## config.mk

```make
export PLATFORM = sky130hd
export DESIGN_NAME = perclk_chain
export DESIGN_NICKNAME = d
export VERILOG_FILES = /design/src/rtl/perclk_pkg.sv /design/src/rtl/perclk_ctrl.sv /design/src/rtl/perclk_divstage.sv /design/src/rtl/perclk_datapath.sv /design/src/rtl/perclk_chain.sv
export SDC_FILE = /design/constraint.sdc
export NUM_CORES = 1
export LEC_CHECK = 0
export ABC_AREA = 1
export BUFFER_PORTS_ARGS = -buffer_cell sky130_fd_sc_hd__buf_2
export CORE_AREA = 2 2 69 55
export CTS_BUF_LIST = sky130_fd_sc_hd__clkbuf_8
export DETAILED_ROUTE_END_ITERATION = 6
export DIE_AREA = 0 0 71 57
export PLACE_DENSITY = 0.61
export REMOVE_ABC_BUFFERS = 1
export SETUP_SLACK_MARGIN = 0.02
export SYNTH_ARGS = -nofsm -noshare
export SYNTH_HDL_FRONTEND = slang
export SYNTH_SLANG_ARGS = --single-unit
```

## constraint.sdc

```tcl
create_clock -name clk -period 2.6 [get_ports clk]
set_clock_uncertainty 0.2 [all_clocks]
set_input_delay 0.13 -clock clk [delete_from_list [all_inputs] [get_ports clk]]
set_output_delay 0.13 -clock clk [all_outputs]
set_load 0.01 [all_outputs]
```

## src/rtl/perclk_pkg.sv

```systemverilog
package perclk_pkg;

  localparam int NUM_SRC  = 4;
  localparam int SEL_W    = $clog2(NUM_SRC);
  localparam int CODE_W   = 3;
  localparam int MAX_CODE = 6;
  localparam int RATIO_W  = 2 * CODE_W;
  localparam int ADDR_W   = 5;
  localparam int DATA_W   = 8;

  localparam logic [ADDR_W-1:0] OFS_SRC  = 5'h00;
  localparam logic [ADDR_W-1:0] OFS_DIVA = 5'h04;
  localparam logic [ADDR_W-1:0] OFS_DIVB = 5'h08;
  localparam logic [ADDR_W-1:0] OFS_GATE = 5'h14;

  typedef struct packed {
    logic [SEL_W-1:0]  srcSel;
    logic [CODE_W-1:0] divA;
    logic [CODE_W-1:0] divB;
    logic              restart;
    logic              gateOff;
    logic              codesOk;
  } chainCtl_t;

  function automatic logic codeValid(input logic [CODE_W-1:0] code);
    return (code != '0) && (int'(code) <= MAX_CODE);
  endfunction

endpackage

```

## src/rtl/perclk_ctrl.sv

```systemverilog
module perclk_ctrl
  import perclk_pkg::*;
(
  input  logic                clk,
  input  logic                rst_n,
  input  logic                cfgWr,
  input  logic [ADDR_W-1:0]   cfgAddr,
  input  logic [DATA_W-1:0]   cfgWrData,
  output chainCtl_t           ctl,
  output logic [RATIO_W-1:0]  divRatio
);

  logic [SEL_W-1:0]  srcReg;
  logic [CODE_W-1:0] divAReg;
  logic [CODE_W-1:0] divBReg;
  logic              gateOffReg;
  logic hitSrc, hitDivA, hitDivB, hitGate;

  always_comb begin
    hitSrc  = cfgWr && (cfgAddr == OFS_SRC);
    hitDivA = cfgWr && (cfgAddr == OFS_DIVA);
    hitDivB = cfgWr && (cfgAddr == OFS_DIVB);
    hitGate = cfgWr && (cfgAddr == OFS_GATE);
  end

  always_ff @(posedge clk) begin
    if (!rst_n) begin
      srcReg     <= '0;
      divAReg    <= CODE_W'(1);
      divBReg    <= CODE_W'(1);
      gateOffReg <= 1'b1;
    end else begin
      if (hitSrc)  srcReg     <= cfgWrData[SEL_W-1:0];
      if (hitDivA) divAReg    <= cfgWrData[CODE_W-1:0];
      if (hitDivB) divBReg    <= cfgWrData[CODE_W-1:0];
      if (hitGate) gateOffReg <= cfgWrData[0];
    end
  end

  always_comb begin
    ctl.srcSel  = srcReg;
    ctl.divA    = divAReg;
    ctl.divB    = divBReg;
    ctl.restart = hitSrc || hitDivA || hitDivB;
    ctl.gateOff = gateOffReg;
    ctl.codesOk = codeValid(divAReg) && codeValid(divBReg);
    divRatio    = ctl.codesOk ? (RATIO_W'(divAReg) * RATIO_W'(divBReg)) : '0;
  end


  ratio_ceiling_chk: assert property (@(posedge clk) disable iff (!rst_n)
    int'(divRatio) <= MAX_CODE * MAX_CODE);


  unmapped_write_chk: assert property (@(posedge clk) disable iff (!rst_n)
    (cfgWr && !hitSrc && !hitDivA && !hitDivB && !hitGate) |=> $stable(divRatio));

endmodule

```

## src/rtl/perclk_divstage.sv

```systemverilog
module perclk_divstage
  import perclk_pkg::*;
(
  input  logic              clk,
  input  logic              rst_n,
  input  logic              clear,
  input  logic              tickIn,
  input  logic [CODE_W-1:0] divVal,
  output logic              tickOut
);

  logic [CODE_W-1:0] cnt;
  logic              atTop;

  always_comb begin
    atTop   = (cnt == (divVal - CODE_W'(1)));
    tickOut = tickIn && atTop;
  end

  always_ff @(posedge clk) begin
    if (!rst_n || clear)  cnt <= '0;
    else if (tickIn)      cnt <= atTop ? '0 : cnt + CODE_W'(1);
  end


  cnt_range_chk: assert property (@(posedge clk) disable iff (!rst_n)
    int'(cnt) < MAX_CODE);

endmodule

```

## src/rtl/perclk_datapath.sv

```systemverilog
module perclk_datapath
  import perclk_pkg::*;
(
  input  logic               clk,
  input  logic               rst_n,
  input  logic [NUM_SRC-1:0] refEn,
  input  chainCtl_t          ctl,
  output logic               clkEnOut
);

  localparam int STAGES = 2;

  logic              tick [STAGES+1];
  logic [CODE_W-1:0] stageDiv [STAGES];
  logic              holdClear;

  always_comb begin
    tick[0]     = refEn[ctl.srcSel];
    stageDiv[0] = ctl.divA;
    stageDiv[1] = ctl.divB;
    holdClear   = ctl.restart || ctl.gateOff || !ctl.codesOk;
  end

  for (genvar g = 0; g < STAGES; g++) begin : g_stage
    perclk_divstage u_stage (
      .clk     (clk),
      .rst_n   (rst_n),
      .clear   (holdClear),
      .tickIn  (tick[g]),
      .divVal  (stageDiv[g]),
      .tickOut (tick[g+1])
    );
  end

  always_ff @(posedge clk) begin
    if (!rst_n) clkEnOut <= 1'b0;
    else        clkEnOut <= tick[STAGES] && !holdClear;
  end


  gate_block_chk: assert property (@(posedge clk) disable iff (!rst_n)
    ctl.gateOff |=> !clkEnOut);


  invalid_code_chk: assert property (@(posedge clk) disable iff (!rst_n)
    !ctl.codesOk |=> !clkEnOut);


  restart_quiet_chk: assert property (@(posedge clk) disable iff (!rst_n)
    ctl.restart |=> !clkEnOut);


  pulse_width_chk: assert property (@(posedge clk) disable iff (!rst_n)
    (clkEnOut && (ctl.divA != CODE_W'(1) || ctl.divB != CODE_W'(1))) |=> !clkEnOut);

endmodule

```

## src/rtl/perclk_chain.sv

```systemverilog
module perclk_chain
  import perclk_pkg::*;
(
  input  logic               clk,
  input  logic               rst_n,
  input  logic [NUM_SRC-1:0] refEn,
  input  logic               cfgWr,
  input  logic [ADDR_W-1:0]  cfgAddr,
  input  logic [DATA_W-1:0]  cfgWrData,
  output logic               clkEnOut,
  output logic [RATIO_W-1:0] divRatio
);

  chainCtl_t ctl;

  perclk_ctrl u_ctrl (
    .clk       (clk),
    .rst_n     (rst_n),
    .cfgWr     (cfgWr),
    .cfgAddr   (cfgAddr),
    .cfgWrData (cfgWrData),
    .ctl       (ctl),
    .divRatio  (divRatio)
  );

  perclk_datapath u_dp (
    .clk      (clk),
    .rst_n    (rst_n),
    .refEn    (refEn),
    .ctl      (ctl),
    .clkEnOut (clkEnOut)
  );

endmodule

```

==> results_tabular.tex, run 1 <==
\begin{tabular}{lr}
\hline
Metric & Value \\
\hline
\multicolumn{2}{l}{\textbf{Clocking}} \\
\# clock sinks & 16 \\
CTS Buffer Depth & 2 \\
Root cell of the clock tree & sky130\_fd\_sc\_hd\_\_clkbuf\_8 \\
TritonCTS clock tree & yes \\
Clock slew at reported path FFs & 70 ps \\
Maximum level of the CTS H-tree & 1 \\
Clock network latency to the later pin of the worst-skew pair & $\sim$250 ps \\
Clock buffer count from CTS & 3 \\
\multicolumn{2}{l}{\textbf{Yosys}} \\
Synth Flop Type & sky130\_fd\_sc\_hd\_\_dfxtp\_1 \\
Post-synthesis compound-gate area fraction & 0.0766 \\
Post-synthesis sequential area ratio & 0.248 \\
Multiplexer area fraction after synthesis & 0 \\
Combinational family with the most area after synthesis & simple AND/OR/NAND/NOR gates \\
Xor and xnor area share after synthesis & 0.0136 \\
Dominant cell type by area after synthesis & sky130\_fd\_sc\_hd\_\_dfxtp\_1 \\
Seq cells post-synth & 16 \\
Post-synth design cell area & approximately 1300 um2 \\
Average size of a mapped cell & roughly 6.7 um2 \\
Number of different library cells in the post-synthesis netlist & 26 \\
Area share of fa/ha/maj cells after synthesis & 0.157 \\
Dominant cell by count in the synthesized netlist & sky130\_fd\_sc\_hd\_\_nand2\_1 \\
Number of instances in the synthesized netlist & 192 \\
Top cell type's share of synthesized area & 0.248 \\
Number of warnings printed during yosys synthesis & 0 \\
Share of synthesized registers carrying an async set or reset & 0 \\
Simple-gate portion of the synthesized area & 0.388 \\
Area contributors post-synth & sky130\_fd\_sc\_hd\_\_dfxtp\_1 (25\%), sky130\_fd\_sc\_hd\_\_nand2\_1 (15\%), sky130\_fd\_sc\_hd\_\_ha\_1 (13\%), sky130\_fd\_sc\_hd\_\_inv\_1 (9.3\%), sky130\_fd\_sc\_hd\_\_nand3\_1 (6.2\%) \\
Post-synth EDFFs & 0 \\
Cell types with the highest counts after synthesis & sky130\_fd\_sc\_hd\_\_nand2\_1 (52), sky130\_fd\_sc\_hd\_\_inv\_1 (32), sky130\_fd\_sc\_hd\_\_dfxtp\_1 (16), sky130\_fd\_sc\_hd\_\_nand3\_1 (16), sky130\_fd\_sc\_hd\_\_nor2\_1 (14) \\
\multicolumn{2}{l}{\textbf{Power and ir drop}} \\
Leakage power & between 0.8 and 0.9 nW \\
Power density normalized to cell area & roughly 310 nW/um2 \\
PnR Total Power & 0.000507 W \\
Worst vdd ir & around 280 uV \\
\multicolumn{2}{l}{\textbf{Global route}} \\
GRT Overall Usage & 0.139 \\
Initial antenna violation count & 0 \\
Total gr overflow & 0 \\
Global-route wire length before repair & 4600 um \\
Vias in the first global route & $\sim$1100 \\
Maximum number of pins on one net before global-route repair & 10 \\
\multicolumn{2}{l}{\textbf{Place}} \\
Post-detail-place hpwl & approximately 2000 um \\
Area post-placement & approximately 1500 um2 \\
Count of buffers from port buffering & 21 \\
Global placer's final weighted congestion & between 0.7 and 0.8 \\
Placed cells & 257 \\
\multicolumn{2}{l}{\textbf{Cells and area}} \\
Final non-filler cell area & between 1500 and 2000 um2 \\
Final core utilization & 0.468 \\
Final cell count without fillers & roughly 270 \\
Area Overhead vs Synth & 25.0\% \\
Number of diodes & 0 \\
Net count of the finished layout & around 260 \\
Share of post-route cells with drive strength above 1 & 0.260 \\
\multicolumn{2}{l}{\textbf{Floorplanning}} \\
Standard cell core area & 3450 um2 \\
Standard-cell row count & 19 \\
Area enclosed by the die boundary & between 4000 and 5000 um2 \\
Vert. Die Dim & approximately 57 um \\
Die W & around 70 um \\
Initial cell density of the core & 0.374 \\
Top-level I/O count & 27 \\
\multicolumn{2}{l}{\textbf{Timing}} \\
Final-layout setup total negative slack & 0 ps \\
Final Cycle Share & 0.967 \\
Min Tclk post-route & roughly 2500 ps \\
Timing-limited maximum frequency & about 400 MHz \\
Pins Over Slew Limit & 0 \\
Setup repair after global routing missed its margin & yes \\
Final setup viols & 0 \\
Headroom to the max-slew limit & 0.695 \\
Slew at the pin closest to its max-slew limit & roughly 450 ps \\
Final Hold Violating Endpoints & 0 \\
\multicolumn{2}{l}{\textbf{Worst setup path}} \\
Worst setup path class & flip-flop to output pin \\
CP Data Required Time & 2270 ps \\
Sort of element at the start of the critical path & flip-flop \\
Crit path capture type & output pin \\
Largest driver fanout on the critical path & 4 \\
Data arrival at the endpoint of the critical path & $\sim$2200 ps \\
\multicolumn{2}{l}{\textbf{Drt}} \\
Detail-routed via count per cell & between 4 and 5 \\
Antenna viol nets, final & 0 \\
Total wire length after detailed routing & 2680 um \\
Remaining routing DRC violations & 0 \\
Routed wirelength normalized by instance count & roughly 10 um \\
Total number of vias & 1218 \\
First-pass DRT Iterations & 4 \\
Number of DRC markers in iteration 0 & 47 \\
\multicolumn{2}{l}{\textbf{Outcome}} \\
Run status & finished clean \\
\multicolumn{2}{l}{\textbf{Run}} \\
Count of maximum capacitance violations & 0 \\
\multicolumn{2}{l}{\textbf{Min path}} \\
Type of the tightest min-delay check & input pin to flip-flop \\
\hline
\end{tabular}
cell type report:
class / count / area [um2]
Fill cell: 363 / 1830
Multi-Input combinational cell: 136 / 830
Sequential cell: 16 / 334
Timing Repair Buffer: 32 / 205
Inverter: 40 / 150
Tap cell: 42 / 52.6
Clock buffer: 3 / 41.3
cell usage in the layout, fill, tap and decap left out, types with 2 or more instances in the layout:
cell type | netlist | routed
sky130_fd_sc_hd__dfxtp_2 | 0 | 2
sky130_fd_sc_hd__a21oi_1 | 10 | 10
sky130_fd_sc_hd__nand2_1 | 52 | 50
sky130_fd_sc_hd__ha_1 | 13 | 12
sky130_fd_sc_hd__clkbuf_8 | 0 | 3
sky130_fd_sc_hd__nand3b_1 | 2 | 2
sky130_fd_sc_hd__dlygate4sd3_1 | 0 | 7
sky130_fd_sc_hd__buf_4 | 0 | 4
sky130_fd_sc_hd__dfxtp_1 | 16 | 11
sky130_fd_sc_hd__inv_2 | 8 | 8
sky130_fd_sc_hd__nor2_1 | 14 | 14
sky130_fd_sc_hd__nor2_4 | 2 | 2
sky130_fd_sc_hd__o21ai_1 | 2 | 2
sky130_fd_sc_hd__buf_2 | 0 | 21
sky130_fd_sc_hd__o21ai_0 | 6 | 6
sky130_fd_sc_hd__inv_1 | 32 | 32
sky130_fd_sc_hd__dfxtp_4 | 0 | 3
sky130_fd_sc_hd__nor2_2 | 3 | 3
sky130_fd_sc_hd__nand3_1 | 16 | 16
sky130_fd_sc_hd__nand2_2 | 3 | 5
metrics by stage:
| stage | hold WS [ps] | setup WS, ps |
|---|---|---|
| 3_5_place_dp | 198 | 214 |
| 2_1_floorplan | 14.2 | 341 |
| 6_report | 77.0 | 86.3 |
| 3_3_place_gp | 204 | 235 |
| 5_1_grt | 114 | 2.44 |
| 4_1_cts | 50.6 | 25.5 |
state kept, by name (all words and copies together), names as in the netlist:
name	cells
u_dp.clkEnOut	1
u_ctrl.srcReg	2
u_ctrl.divBReg	3
u_ctrl.gateOffReg	1
u_ctrl.divAReg	3
u_dp.g_stage.u_stage.cnt	6
layer usage:
metal	share of wire	up-vias	global-route usage	wire, um
li1	-	665	-	-
met1	0.50	530	0.168	1340
met2	0.45	19	0.255	1210
met3	0.033	4	0.0336	88
met4	0.016	0	0.0270	42
met5	0	-	0	0
kinds of logic after synthesis:
| family | count (synthesis) |
|---|---|
| compound gates | 19 |
| flops | 16 |
| buf+inv | 40 |
| simple gates | 100 |
| fa+ha+maj | 15 |
| xor+xnor | 2 |
what timing repair did:
| item | 4_1_cts | 5_1_grt |
|---|---|---|
| setup buffers | 0 | 2 |
| endpoints found under the setup margin | 2 | 2 |
| resized for setup | 4 | 8 |
| hold buffers | 7 | 0 |
| hold endpoints to repair | 7 | 0 |
where the power goes:
group	switching (W)	internal (W)	total (W)
Sequential	0.00000183	0.000244	0.000246
Combinational	0.0000405	0.0000293	0.0000698
Clock	0.0000886	0.000103	0.000191
Total	0.000131	0.000377	0.000507
worst max-delay path, stage by stage, from the launching register on:
cell and delay (ps):
sky130_fd_sc_hd__dfxtp_4 360, sky130_fd_sc_hd__nand2_2 50, sky130_fd_sc_hd__fa_1 520, sky130_fd_sc_hd__inv_1 40, sky130_fd_sc_hd__ha_2 180, sky130_fd_sc_hd__fa_2 520
sky130_fd_sc_hd__inv_1 40, sky130_fd_sc_hd__nor2_1 80, sky130_fd_sc_hd__buf_2 130
path summary, 6_finish.rpt:
| check | cells past startpoint | slack, ps | end | startpoint |
|---|---|---|---|---|
| hold reg to reg | 2 | 280 | u_ctrl.srcReg[1]$_SDFFE_PN0P_ | u_ctrl.srcReg[1]$_SDFFE_PN0P_ |
| hold / removal | 4 | 80 | u_ctrl.srcReg[1]$_SDFFE_PN0P_ | cfgAddr[3] |
| setup reg to reg | 11 | 780 | u_dp.g_stage[1].u_stage.cnt[2]$_SDFFE_PP0P_ | u_ctrl.divAReg[0]$_SDFFE_PN1P_ |
| setup / recovery | 8 | 90 | divRatio[3] | u_ctrl.divBReg[2]$_SDFFE_PN0P_ |
No activity file was read; power rests on OpenSTA's default activity.
==> run 2, diff against run 1 <==
--- a/config.mk
+++ b/config.mk
@@ -7,13 +7,14 @@
 export LEC_CHECK = 0
 export ABC_AREA = 1
 export BUFFER_PORTS_ARGS = -buffer_cell sky130_fd_sc_hd__buf_2
-export CORE_AREA = 2 2 69 55
+export CORE_AREA = 2 2 70 55
 export CTS_BUF_LIST = sky130_fd_sc_hd__clkbuf_8
 export DETAILED_ROUTE_END_ITERATION = 6
-export DIE_AREA = 0 0 71 57
+export DIE_AREA = 0 0 72 57
 export PLACE_DENSITY = 0.61
 export REMOVE_ABC_BUFFERS = 1
 export SETUP_SLACK_MARGIN = 0.02
 export SYNTH_ARGS = -nofsm -noshare
 export SYNTH_HDL_FRONTEND = slang
+export SYNTH_HIERARCHICAL = 1
 export SYNTH_SLANG_ARGS = --single-unit
==> results_tabular.tex, run 2 <==
\begin{tabular}{lr}
\hline
Metric & Value \\
\hline
\multicolumn{2}{l}{\textbf{Timing}} \\
Final-layout setup total negative slack & 0 ps \\
Headroom to the max-slew limit & 0.791 \\
Final Hold Violating Endpoints & 0 \\
Slew at the pin closest to its max-slew limit & 312 ps \\
Pins Over Slew Limit & 0 \\
Timing-limited maximum frequency & between 400 and 500 MHz \\
Setup repair after global routing missed its margin & no \\
Final Cycle Share & 0.945 \\
Min Tclk post-route & $\sim$2500 ps \\
Final setup viols & 0 \\
\multicolumn{2}{l}{\textbf{Cells and area}} \\
Leading registers by flop count & u\_dp/g\_stage.u\_stage/cnt: 6 flops, u\_ctrl/divAReg: 3 flops, u\_ctrl/divBReg: 3 flops \\
Most frequent cells in the layout & sky130\_fd\_sc\_hd\_\_nand2\_1 (59), sky130\_fd\_sc\_hd\_\_inv\_1 (56), sky130\_fd\_sc\_hd\_\_nor2\_1 (31) \\
Flip-flop count of the largest register, all copies and words added & 6 \\
Area Overhead vs Synth & 20.8\% \\
Net count of the finished layout & 283 \\
Most common cell after layout, fill and taps aside & sky130\_fd\_sc\_hd\_\_nand2\_1 \\
Final non-filler cell area & $\sim$1600 um2 \\
Top register by number of flip-flops & u\_dp/g\_stage.u\_stage/cnt \\
Share of post-route cells with drive strength above 1 & 0.187 \\
Number of diodes & 0 \\
\multicolumn{2}{l}{\textbf{Yosys}} \\
Average size of a mapped cell & roughly 6.0 um2 \\
Dominant cell type by area after synthesis & sky130\_fd\_sc\_hd\_\_dfxtp\_1 \\
Number of different library cells in the post-synthesis netlist & 22 \\
Post-synth design cell area & approximately 1300 um2 \\
Post-synth EDFFs & 0 \\
Number of instances in the synthesized netlist & $\sim$220 \\
Area contributors post-synth & sky130\_fd\_sc\_hd\_\_dfxtp\_1 (24\%), sky130\_fd\_sc\_hd\_\_nand2\_1 (17\%), sky130\_fd\_sc\_hd\_\_inv\_1 (16\%), sky130\_fd\_sc\_hd\_\_nor2\_1 (8.8\%), sky130\_fd\_sc\_hd\_\_ha\_1 (8.5\%) \\
Synth Flop Type & sky130\_fd\_sc\_hd\_\_dfxtp\_1 \\
Cell types with the highest counts after synthesis & sky130\_fd\_sc\_hd\_\_nand2\_1 (59), sky130\_fd\_sc\_hd\_\_inv\_1 (56), sky130\_fd\_sc\_hd\_\_nor2\_1 (31) \\
Seq cells post-synth & 16 \\
Share of synthesized registers carrying an async set or reset & 0 \\
Dominant cell by count in the synthesized netlist & sky130\_fd\_sc\_hd\_\_nand2\_1 \\
Top cell type's share of synthesized area & 0.243 \\
Number of warnings printed during yosys synthesis & 6 \\
Post-synthesis sequential area ratio & 0.243 \\
\multicolumn{2}{l}{\textbf{Power and ir drop}} \\
Leakage power & about 0.90 nW \\
Worst vdd ir & around 250 uV \\
Power density normalized to cell area & 338 nW/um2 \\
\multicolumn{2}{l}{\textbf{Clocking}} \\
\# clock sinks & 16 \\
Clock slew at reported path FFs & around 60 ps \\
CTS Buffer Depth & 2 \\
Maximum level of the CTS H-tree & 1 \\
TritonCTS clock tree & yes \\
Clock network latency to the later pin of the worst-skew pair & between 200 and 250 ps \\
Clock buffer count from CTS & 3 \\
Root cell of the clock tree & sky130\_fd\_sc\_hd\_\_clkbuf\_8 \\
Setup Buffers After CTS & 0 \\
\multicolumn{2}{l}{\textbf{Floorplanning}} \\
Initial cell density of the core & 0.377 \\
Vert. Die Dim & 57 um \\
Top-level I/O count & 27 \\
Die W & 72 um \\
Area enclosed by the die boundary & roughly 4100 um2 \\
Standard-cell row count & 19 \\
Standard cell core area & 3490 um2 \\
\multicolumn{2}{l}{\textbf{Drt}} \\
Total wire length after detailed routing & approximately 2500 um \\
Detail-routed via count per cell & 4.25 \\
Remaining routing DRC violations & 0 \\
Antenna viol nets, final & 0 \\
Total number of vias & 1244 \\
First-pass DRT Iterations & 4 \\
Number of DRC markers in iteration 0 & 46 \\
Routed wirelength normalized by instance count & roughly 8.6 um \\
\multicolumn{2}{l}{\textbf{Worst setup path}} \\
Sort of element at the start of the critical path & flip-flop \\
Crit path capture type & output pin \\
Largest driver fanout on the critical path & 2 \\
Worst setup path class & flip-flop to output pin \\
CP Data Required Time & 2270 ps \\
Data arrival at the endpoint of the critical path & $\sim$2100 ps \\
\multicolumn{2}{l}{\textbf{Global route}} \\
Maximum number of pins on one net before global-route repair & 13 \\
Initial antenna violation count & 0 \\
Global-route wire length before repair & 4440 um \\
Total gr overflow & 0 \\
GRT Overall Usage & 0.136 \\
Vias in the first global route & around 1100 \\
\multicolumn{2}{l}{\textbf{Place}} \\
Global placer's final weighted congestion & 0.803 \\
Count of buffers from port buffering & 21 \\
Area post-placement & around 1500 um2 \\
Post-detail-place hpwl & 2070 um \\
\multicolumn{2}{l}{\textbf{Min path}} \\
Type of the tightest min-delay check & input pin to flip-flop \\
\multicolumn{2}{l}{\textbf{Run}} \\
Count of maximum capacitance violations & 0 \\
\multicolumn{2}{l}{\textbf{Outcome}} \\
Run status & finished clean \\
\hline
\end{tabular}
[run 2: report_power, final]
group,switching (W),leakage [nW],internal (W)
registers,0.00000111,0.129,0.000247
clock network,0.0000790,0.0288,0.000134
logic,0.0000447,0.747,0.0000311
[run 2: final timing paths]
kind / slack, ps / cells after the start / end / startpoint
setup / recovery: 140 / 8 / divRatio[4] / u_ctrl/divAReg[0]$_SDFFE_PN1P_
hold reg to reg: 260 / 2 / u_ctrl/gateOffReg$_SDFFE_PN1P_ / u_ctrl/gateOffReg$_SDFFE_PN1P_
setup reg to reg: 540 / 15 / u_dp/clkEnOut$_SDFF_PN0_ / u_ctrl/divAReg[0]$_SDFFE_PN1P_
hold / removal: 20 / 5 / u_ctrl/divAReg[2]$_SDFFE_PN0P_ / cfgWrData[2]
[run 2: routing by layer]
layer | global-route usage | share of wire | up-vias
li1 | - | - | 697
met1 | 0.197 | 0.56 | 529
met2 | 0.205 | 0.40 | 16
met3 | 0.0265 | 0.029 | 2
met4 | 0.0404 | 0.0095 | 0
met5 | 0 | 0 | -
[run 2: layout make-up]
type                       instances  area, um2
multi-input combinational        142        759
tap                               42       52.6
timing repair buffer              30        180
inverter                          59        221
clock buffer                       4       55.1
sequential                        16        323
fill                             365       1900
[run 2: critical path, cell delays in order, from the launching register on]
cell                      delay (ps)
sky130_fd_sc_hd__dfxtp_2         320
sky130_fd_sc_hd__nand2_1          70
sky130_fd_sc_hd__fa_1            540
sky130_fd_sc_hd__inv_1            50
sky130_fd_sc_hd__ha_2            180
sky130_fd_sc_hd__fa_1            370
sky130_fd_sc_hd__xnor2_1         130
sky130_fd_sc_hd__nor2_1           90
sky130_fd_sc_hd__buf_2           140
[run 2: timing repair]
item                                    4_1_cts  5_1_grt
endpoints found under the hold margin         5        0
resized for setup                             0        3
hold buffers                                  3        0
endpoints found under the setup margin        0        2
[run 2: cells by family after synthesis]
| kind of cell | share of synthesized area |
|---|---|
| muxes | 0.0152 |
| adders and majority gates | 0.116 |
| AOI/OAI and AO/OA | 0.0209 |
| buffers and inverters | 0.182 |
| xor gates and xnor gates | 0.0332 |
| DFF | 0.243 |
| and+or+nand+nor | 0.389 |
[run 2: stage by stage]
stage	instances	power, W	utilization	hold WS, ps	worst slack (ps)
after detailed placement	286	0.000326	0.430	191	354
after global routing	293	0.000569	0.455	80.5	44.1
final	293	0.000537	0.455	23.5	143
after CTS	293	0.000549	0.454	16.1	79.7
after global placement	286	0.000326	0.430	180	363
after floorplan	217	0.000298	-	14.6	323
